===== config.mk =====
export PLATFORM = sky130hd
export DESIGN_NAME = ctrl_expander
export DESIGN_NICKNAME = d
export VERILOG_FILES = /design/src/rtl/ctrl_exp_pkg.sv /design/src/rtl/ctrl_exp_decode.sv /design/src/rtl/ctrl_exp_table.sv /design/src/rtl/ctrl_exp_outreg.sv /design/src/rtl/ctrl_expander.sv
export SDC_FILE = /design/constraint.sdc
export NUM_CORES = 2
export LEC_CHECK = 0
export ABC_AREA = 1
export BUFFER_PORTS_ARGS = -buffer_cell sky130_fd_sc_hd__buf_2
export CORE_MARGIN = 8
export CORE_UTILIZATION = 30
export DETAILED_ROUTE_END_ITERATION = 16
export PLACE_DENSITY = 0.54
export SYNTH_ARGS = -nofsm -noshare
export SYNTH_HDL_FRONTEND = slang
export SYNTH_SLANG_ARGS = --single-unit

===== constraint.sdc =====
create_clock -name clk -period 3.7 [get_ports clk]
set_input_delay 0.555 -clock clk [delete_from_list [all_inputs] [get_ports clk]]
set_output_delay 0.555 -clock clk [all_outputs]
set_load 0.01 [all_outputs]

===== src/rtl/ctrl_exp_pkg.sv =====
package ctrl_exp_pkg;
  localparam int NUM_TBL   = 6;
  localparam int IDX_W     = 4;
  localparam int DEPTH     = 1 << IDX_W;
  localparam int INSTR_W   = 32;
  localparam int WORD_W    = 77;
  localparam int LD_DATA_W = 18;
  localparam int TSEL_W    = 3;
  localparam int LOAD_BIT  = INSTR_W - 1;
  localparam int TSEL_LSB  = LOAD_BIT - TSEL_W;
  localparam int ENTRY_LSB = TSEL_LSB - IDX_W;

  // width of the control-word slice owned by table t
  function automatic int part_width(input int t);
    case (t)
      0: return 18;
      1: return 8;
      2: return 14;
      3: return 10;
      4: return 15;
      default: return 12;
    endcase
  endfunction

  // first control-word bit owned by table t
  function automatic int part_offset(input int t);
    int s;
    s = 0;
    for (int i = 0; i < t; i++) s += part_width(i);
    return s;
  endfunction
endpackage


===== src/rtl/ctrl_exp_decode.sv =====
module ctrl_exp_decode
  import ctrl_exp_pkg::*;
(
  input  logic [INSTR_W-1:0]         instr,
  output logic                       is_load,
  output logic [TSEL_W-1:0]          tbl_sel,
  output logic [IDX_W-1:0]           wr_entry,
  output logic [LD_DATA_W-1:0]       ld_data,
  output logic [NUM_TBL*IDX_W-1:0]   idx_flat
);
  assign is_load  = instr[LOAD_BIT];
  assign tbl_sel  = instr[TSEL_LSB +: TSEL_W];
  assign wr_entry = instr[ENTRY_LSB +: IDX_W];
  assign ld_data  = instr[LD_DATA_W-1:0];
  assign idx_flat = instr[NUM_TBL*IDX_W-1:0];
endmodule


===== src/rtl/ctrl_exp_table.sv =====
module ctrl_exp_table #(
  parameter int W     = 8,
  parameter int IDX_W = 4,
  localparam int DEPTH = 1 << IDX_W
) (
  input  logic             clk,
  input  logic             rst_n,
  input  logic             we,
  input  logic [IDX_W-1:0] wr_idx,
  input  logic [W-1:0]     wr_data,
  input  logic [IDX_W-1:0] rd_idx,
  output logic [W-1:0]     rd_data
);
  logic [W-1:0] mem [DEPTH];

  always_ff @(posedge clk or negedge rst_n) begin
    if (!rst_n) begin
      for (int i = 0; i < DEPTH; i++) mem[i] <= '0;
    end else if (we) begin
      mem[wr_idx] <= wr_data;
    end
  end

  // combinational read sees the contents before this cycle's write
  assign rd_data = mem[rd_idx];
endmodule


===== src/rtl/ctrl_exp_outreg.sv =====
module ctrl_exp_outreg #(
  parameter int WORD_W = 77
) (
  input  logic              clk,
  input  logic              rst_n,
  input  logic              expand_fire,
  input  logic              load_fire,
  input  logic              out_ready,
  input  logic [WORD_W-1:0] word_in,
  output logic              out_valid,
  output logic [WORD_W-1:0] out_word
);
  always_ff @(posedge clk or negedge rst_n) begin
    if (!rst_n) begin
      out_valid <= 1'b0;
      out_word  <= '0;
    end else if (expand_fire) begin
      out_valid <= 1'b1;
      out_word  <= word_in;
    end else if (load_fire || out_ready) begin
      out_valid <= 1'b0;
    end
  end
endmodule


===== src/rtl/ctrl_expander.sv =====
module ctrl_expander
  import ctrl_exp_pkg::*;
(
  input  logic               clk,
  input  logic               rst_n,
  input  logic               in_valid,
  input  logic [INSTR_W-1:0] in_instr,
  output logic               in_ready,
  output logic               out_valid,
  output logic [WORD_W-1:0]  out_word,
  input  logic               out_ready
);
  logic                     is_load;
  logic [TSEL_W-1:0]        tbl_sel;
  logic [IDX_W-1:0]         wr_entry;
  logic [LD_DATA_W-1:0]     ld_data;
  logic [NUM_TBL*IDX_W-1:0] idx_flat;
  logic [WORD_W-1:0]        merged;

  // named events for the checker
  logic               accept;
  logic               load_fire;
  logic               expand_fire;
  logic [NUM_TBL-1:0] tbl_we;

  assign in_ready    = !out_valid || out_ready;
  assign accept      = in_valid && in_ready;
  assign load_fire   = accept && is_load;
  assign expand_fire = accept && !is_load;

  ctrl_exp_decode u_dec (
    .instr    (in_instr),
    .is_load  (is_load),
    .tbl_sel  (tbl_sel),
    .wr_entry (wr_entry),
    .ld_data  (ld_data),
    .idx_flat (idx_flat)
  );

  for (genvar t = 0; t < NUM_TBL; t++) begin : g_tbl
    localparam int W   = part_width(t);
    localparam int OFF = part_offset(t);

    assign tbl_we[t] = load_fire && (tbl_sel == TSEL_W'(t));

    ctrl_exp_table #(.W(W), .IDX_W(IDX_W)) u_tbl (
      .clk     (clk),
      .rst_n   (rst_n),
      .we      (tbl_we[t]),
      .wr_idx  (wr_entry),
      .wr_data (ld_data[W-1:0]),
      .rd_idx  (idx_flat[t*IDX_W +: IDX_W]),
      .rd_data (merged[OFF +: W])
    );
  end

  ctrl_exp_outreg #(.WORD_W(WORD_W)) u_out (
    .clk         (clk),
    .rst_n       (rst_n),
    .expand_fire (expand_fire),
    .load_fire   (load_fire),
    .out_ready   (out_ready),
    .word_in     (merged),
    .out_valid   (out_valid),
    .out_word    (out_word)
  );
endmodule


# Word-level counts from Yosys, hierarchy flattened
# Index checks and enable logic that the tools add are counted.
word_totals:
  reg_bits: 1310
  elab_cells: 172
  out_inout_bits: 79
classes:
  n_eq_ne: 5
  muxes: 38
  n_lt_le_gt_ge: 8
  bitwise_logic: 7
  reduce_logical: 16
ops:
  columns: ["cell", "count"]
  rows:
  - ["288-bit bitwise mux", 1]
  - ["240-bit bitwise mux", 1]
  - ["224-bit bitwise mux", 1]
  - ["192-bit bitwise mux", 1]
  - ["160-bit bitwise mux", 1]
  - ["128-bit bitwise mux", 1]
  - ["18-bit binary-select mux with 4-bit select", 1]
  - ["18-bit demux with 4-bit select", 1]
  - ["15-bit binary-select mux with 4-bit select", 1]
  - ["15-bit demux with 4-bit select", 1]
  - ["14-bit binary-select mux with 4-bit select", 1]
  - ["14-bit demux with 4-bit select", 1]
  - ["18-bit 2-to-1 mux", 3]
  - ["12-bit binary-select mux with 4-bit select", 1]
  - ["12-bit demux with 4-bit select", 1]
  - ["15-bit 2-to-1 mux", 3]
  - ["14-bit 2-to-1 mux", 3]
  - ["10-bit binary-select mux with 4-bit select", 1]
  - ["10-bit demux with 4-bit select", 1]
  - ["12-bit 2-to-1 mux", 3]
  - ["5-bit greater-or-equal comparator (second input constant)", 7]
  - ["4-bit inverter with 5-bit output", 7]
  - ["8-bit binary-select mux with 4-bit select", 1]
  - ["8-bit demux with 4-bit select", 1]
  - ["other kinds (12)", 30]

# Depth between registers and ports, before layout
logic_depth:
  word_depth: 7
  ltp_mapped: 12

# By module
# A second synthesis with hierarchy kept.
unflattened:
  cells_unflattened: 8385
  area_unflattened_um2: 63180.6
by_module_without_submodules:
  columns: ["mod", "seq_area_each_um2", "n_inst", "area_each_um2", "cells_per_inst"]
  rows:
  - ["ctrl_exp_table (g_tbl[0].u_tbl)", 7206.9, 1, 13963.4, 1850]
  - ["ctrl_exp_table (g_tbl[4].u_tbl)", 6005.8, 1, 11627.4, 1554]
  - ["ctrl_exp_table (g_tbl[2].u_tbl)", 5605.4, 1, 10847.9, 1440]
  - ["ctrl_exp_table (g_tbl[5].u_tbl)", 4804.6, 1, 9232.6, 1243]
  - ["ctrl_exp_table (g_tbl[3].u_tbl)", 4003.8, 1, 7798.7, 1047]
  - ["ctrl_exp_table (g_tbl[1].u_tbl)", 3203.1, 1, 6271.0, 850]
  - ["ctrl_exp_outreg", 1951.9, 1, 2956.6, 330]
  - ["ctrl_exp_decode", 0.0, 1, 375.4, 50]
  - ["ctrl_expander", 0.0, 1, 107.6, 21]

# Least setup slack after synthesis
# OpenSTA, ideal clock, no wires.
synth_timing:
  path_kind: "input port to flip-flop"
  start: "input port out_ready"
  end: "register g_tbl[0].u_tbl.mem[78] in the netlist's numbering"
  path_stages: 11
  n_path_buf: 2
  arrival_ns: 1.790
  path_slack_ns: 1.775
  setup_time_ns: 0.134
  cell_sequence: "inv_1 nand2_2 nand3_2 nor2_4 inv_2 nor2_4 buf_4 nand2_2 clkbuf_1 nand2_1 o21ai_0"
synth_between:
  elab_chain_len: 4
synth_rtl:
  columns: ["item", "line_no", "source"]
  rows:
  - ["start: declaration", "ctrl_expander.sv:11", "input logic out_ready"]
  - ["1-bit logical OR", "ctrl_expander.sv:26", "assign in_ready = !out_valid || out_ready;"]
  - ["via in_ready", "ctrl_expander.sv:8", "output logic in_ready,"]
  - ["1-bit logical AND", "ctrl_expander.sv:27", "assign accept = in_valid && in_ready;"]
  - ["1-bit logical AND", "ctrl_expander.sv:28", "assign load_fire = accept && is_load;"]
  - ["1-bit logical AND", "ctrl_expander.sv:44", "assign tbl_we[t] = load_fire && (tbl_sel == TSEL_W'(t));"]
  - ["end signal: indexed assignment", "ctrl_exp_table.sv:20", "mem[wr_idx] <= wr_data;"]
  - ["end: declaration", "ctrl_exp_table.sv:14", "logic [W-1:0] mem [DEPTH];"]
# The timed path passes the listed nets, and every way through them passes these cells.
# A chain may end at the register's enable or synchronous reset.

# Worst setup path after layout
layout_timing:
  start: "register u_out.out_valid"
  end: "register g_tbl[2].u_tbl.mem[153] in the netlist's numbering"
layout_between:
  elab_chain_len: 5
layout_rtl:
  columns: ["item", "line_no", "source"]
  rows:
  - ["start: declaration", "ctrl_exp_outreg.sv:10", "output logic out_valid,"]
  - ["start signal: assignment", "ctrl_exp_outreg.sv:15", "out_valid <= 1'b0;"]
  - ["start signal: assignment", "ctrl_exp_outreg.sv:18", "out_valid <= 1'b1;"]
  - ["start signal: assignment", "ctrl_exp_outreg.sv:21", "out_valid <= 1'b0;"]
  - ["1-bit logical NOT", "ctrl_expander.sv:26", null]
  - ["1-bit logical OR", "ctrl_expander.sv:26", null]
  - ["1-bit logical AND", "ctrl_expander.sv:27", null]
  - ["1-bit logical AND", "ctrl_expander.sv:28", null]
  - ["1-bit logical AND", "ctrl_expander.sv:44", null]
  - ["end signal: indexed assignment", "ctrl_exp_table.sv:20", null]
  - ["end: declaration", "ctrl_exp_table.sv:14", null]
# Every way passes these cells.

==> impl_metrics.env <==
export IMPL_dieArea_mm2=0.214
export IMPL_antenna_left=0
export IMPL_muxShareOfSynthArea_pct=0
export IMPL_drt_initial_drc_count=5009
export IMPL_seqCellArea_mm2=0.0328
export IMPL_powerDensity_mw_per_mm2=492
export IMPL_place_congestion=0.806
export IMPL_drive_gt1_share_pct=8.05
export IMPL_port_buffers=114
export IMPL_reg2regPathDepth=8
export IMPL_post_place_ws_ps=379
export IMPL_cts_sinks=1310
export IMPL_required_ps=4420
export IMPL_yosysMostFrequentCell="nand2_1"
export IMPL_setup_violations=0
export IMPL_synth_nets=7789
export IMPL_async_flop_share_pct=100
export IMPL_grt_pass1_vias=50500
export IMPL_hold_class="primary input to register"
export IMPL_grt_use_met1_pct=24.3
export IMPL_first_pass_iters=6
export IMPL_post_cts_buffers=0
export IMPL_initial_core_util_pct=30.1
export IMPL_clk_path_buf_depth=3
export IMPL_area_growth_syn_to_layout_pct=13.9
export IMPL_final_util_pct=34.3
export IMPL_netlist_top_cells_count="nand2_1 (3,527), dfrtp_1 (1,310), o21ai_0 (1,190), nand3_1 (925), clkbuf_1 (502)"
export IMPL_via_per_inst=4.99
export IMPL_cts_resized=0
export IMPL_final_max_slew_viol_count=0
export IMPL_antenna_found_initial=9
export IMPL_vias=51600
export IMPL_nFillCells=20900
export IMPL_numCtsBuffers=154
export IMPL_synthesis_area_mm2=0.0599
export IMPL_synth_seq_area_share_pct=54.7
export IMPL_start_kind="register"
export IMPL_status="finished clean"
export IMPL_dpl_instance_area_mm2=0.0631
export IMPL_crit_arrival_ps=3430
export IMPL_finalSetupTns_ps=0
export IMPL_hold_start="out_ready"
export IMPL_synth_warnings=0
export IMPL_htreeDepth=4
export IMPL_synth_edf_count=0
export IMPL_yosysUniqueCellTypes=18
export IMPL_synth_compound_area_share_pct=10.3
export IMPL_hold_depth=4
export IMPL_setup_ws_ps=985
export IMPL_wirelength_mm=195
export IMPL_path_common_cell="nand2_1"
export IMPL_cap_viol_max_count=0
export IMPL_nets=7605
export IMPL_ir_drop_uv=448
export IMPL_hold_end="u_out.out_valid$_DFFE_PN0P_"
export IMPL_syn_area_per_cell_um2=7.73
export IMPL_cts_clk_slew_worst_paths_ps=60
export IMPL_cp_max_fo=39
export IMPL_cp_slowest_cell="nor2_2"
export IMPL_synth_simple_area_share_pct=30.5
export IMPL_cpLargestDelayFamily="simple AND/OR/NAND/NOR gates"
export IMPL_stdcell_area_mm2=0.0683
export IMPL_cts_root_buf="clkbuf_16"
export IMPL_multi_input_area_mm2=0.0245
export IMPL_skew_ps=48.8
export IMPL_p_leak_uw=0.0328
export IMPL_worst_setup_path_type="register to register"
export IMPL_layout_min_cycle_time_ps=2710
export IMPL_use_met3_pct=2.92
export IMPL_synth_top_family_by_area="simple AND/OR/NAND/NOR gates"
export IMPL_crit_path_end_kind="register"
export IMPL_hold_viol_final=0
export IMPL_power_total_uw=33600
export IMPL_rr_startpoint="u_out.out_valid$_DFFE_PN0P_"
export IMPL_row_count=164
export IMPL_grt_busiest_layer="met2"
export IMPL_dp_hpwl_mm=114
export IMPL_fin_crit_sh_pct=73.4
export IMPL_wire_per_inst_um=18.8
export IMPL_cts_tree="built"
export IMPL_io_pins=115
export IMPL_synthTopCellsByArea="dfrtp_1 (55%), nand2_1 (22%), o21ai_0 (9.9%), nand3_1 (7.7%), clkbuf_1 (3.1%)"
export IMPL_gr_total_overflow=0
export IMPL_yosysTopAreaCellShare_pct=54.7
export IMPL_syn_instance_count=7753
export IMPL_drc=0
export IMPL_dieHeight_um=463
export IMPL_track_usage_pct=17.7
export IMPL_dieWidth_um=463
export IMPL_worst_path_buf_inv=1
export IMPL_slew_headroom_pct=18.5
export IMPL_clock_latency_ps=800
export IMPL_grt_first_pass_wirelength_mm=307
export IMPL_synth_xor_area_share_pct=0
export IMPL_use_met2_pct=28.4
export IMPL_synth_top_cell_by_area="dfrtp_1"
export IMPL_worstMarginPinSlew_ps=1220
export IMPL_reg2reg_to="g_tbl[2].u_tbl.mem[153]$_DFFE_PN0P_"
export IMPL_rrSetupSlack_ps=990
export IMPL_path_cells="nand2_2 -> nand3_2 -> nor2_4 -> nand3_4 -> buf_4 -> nor2_2 -> nand2_1 -> nand2_1"
export IMPL_crit_path_max_incr_delay_ps=530
export IMPL_max_freq_ghz=0.368
export IMPL_coreArea_mm2=0.199
export IMPL_grt_setup_unrepaired="false"
export IMPL_grt_start_max_net_pins=172
export IMPL_synth_flop_cell="dfrtp_1"
export IMPL_synth_fa_ha_area_share_pct=0
export IMPL_hold_buffers=1
export IMPL_ys_seq_elements=1310
## registers in the layout, summed over array words and instances (netlist names)
name / flops
u_out.out_valid: 1
g_tbl.u_tbl.mem: 1232
u_out.out_word: 77
## layout by cell type, fill, tap and decap left out, types with 6 or more instances in the layout
cell / count
nor2_1: 22
clkinv_2: 26
dfrtp_1: 1310
buf_4: 158
clkbuf_1: 37
buf_2: 105
buf_12: 30
inv_2: 26
nand2_1: 3527
nand2_2: 11
nand3_1: 924
o21ai_1: 42
clkbuf_8: 40
clkbuf_16: 159
o21ai_0: 1190
diode_2: 7
nor2_2: 29
inv_4: 6
inv_6: 7
inv_1: 17
## final cells by class
type | instances | area share [%]
Tap cell | 2656 | 4.87
Clock buffer | 236 | 6.84
Clock inverter | 41 | 0.638
Timing Repair Buffer | 295 | 3.42
Multi-Input combinational cell | 5754 | 35.9
Sequential cell | 1310 | 48.0
Inverter | 54 | 0.337
Antenna cell | 7 | 0.0257
## kinds of logic after synthesis
group | after synthesis
AND/OR/NAND/NOR | 4522
AO/OA/AOI/OAI | 1232
flip-flops | 1310
buffers and inverters | 689
## metal layers
| metal | part of all wire, % | vias to the layer above |
|---|---|---|
| met5 | 0 | - |
| met4 | 3.2 | 0 |
| met3 | 5.3 | 282 |
| met2 | 46 | 1390 |
| met1 | 45 | 25300 |
| li1 | - | 24600 |
## worst min-delay path: stages
cell and delay [ps]:
buf_2 80, inv_1 40, nand2_2 80, nand2_1 70
## worst max path at each step
stage / startpoint / endpoint / slack (ps) / cells after the start
after floorplan: out_ready / g_tbl[0].u_tbl.mem[78]$_DFFE_PN0P_ / 1780 / 11
after global placement: in_instr[27] / g_tbl[2].u_tbl.mem[194]$_DFFE_PN0P_ / 370 / 8
after detailed placement: in_instr[27] / g_tbl[2].u_tbl.mem[189]$_DFFE_PN0P_ / 380 / 8
after CTS: u_out.out_valid$_DFFE_PN0P_ / g_tbl[2].u_tbl.mem[166]$_DFFE_PN0P_ / 1000 / 8
after global routing: u_out.out_valid$_DFFE_PN0P_ / g_tbl[2].u_tbl.mem[161]$_DFFE_PN0P_ / 790 / 8
final: u_out.out_valid$_DFFE_PN0P_ / g_tbl[2].u_tbl.mem[153]$_DFFE_PN0P_ / 990 / 8
## per-stage QoR
step	hold slack (ps)	std cells
finish	80.1	10400
global route	61.0	10400
CTS	22.4	10300
detailed placement	428	10100
global placement	423	10100
floorplan	259	7753
## power by group
part           internal [uW]  switching [uW]  leakage, uW
logic                    821            2120       0.0122
registers              15000             356       0.0180
clock network           8990            6270      0.00253
Note: power is estimated with default switching activity, not from simulation.
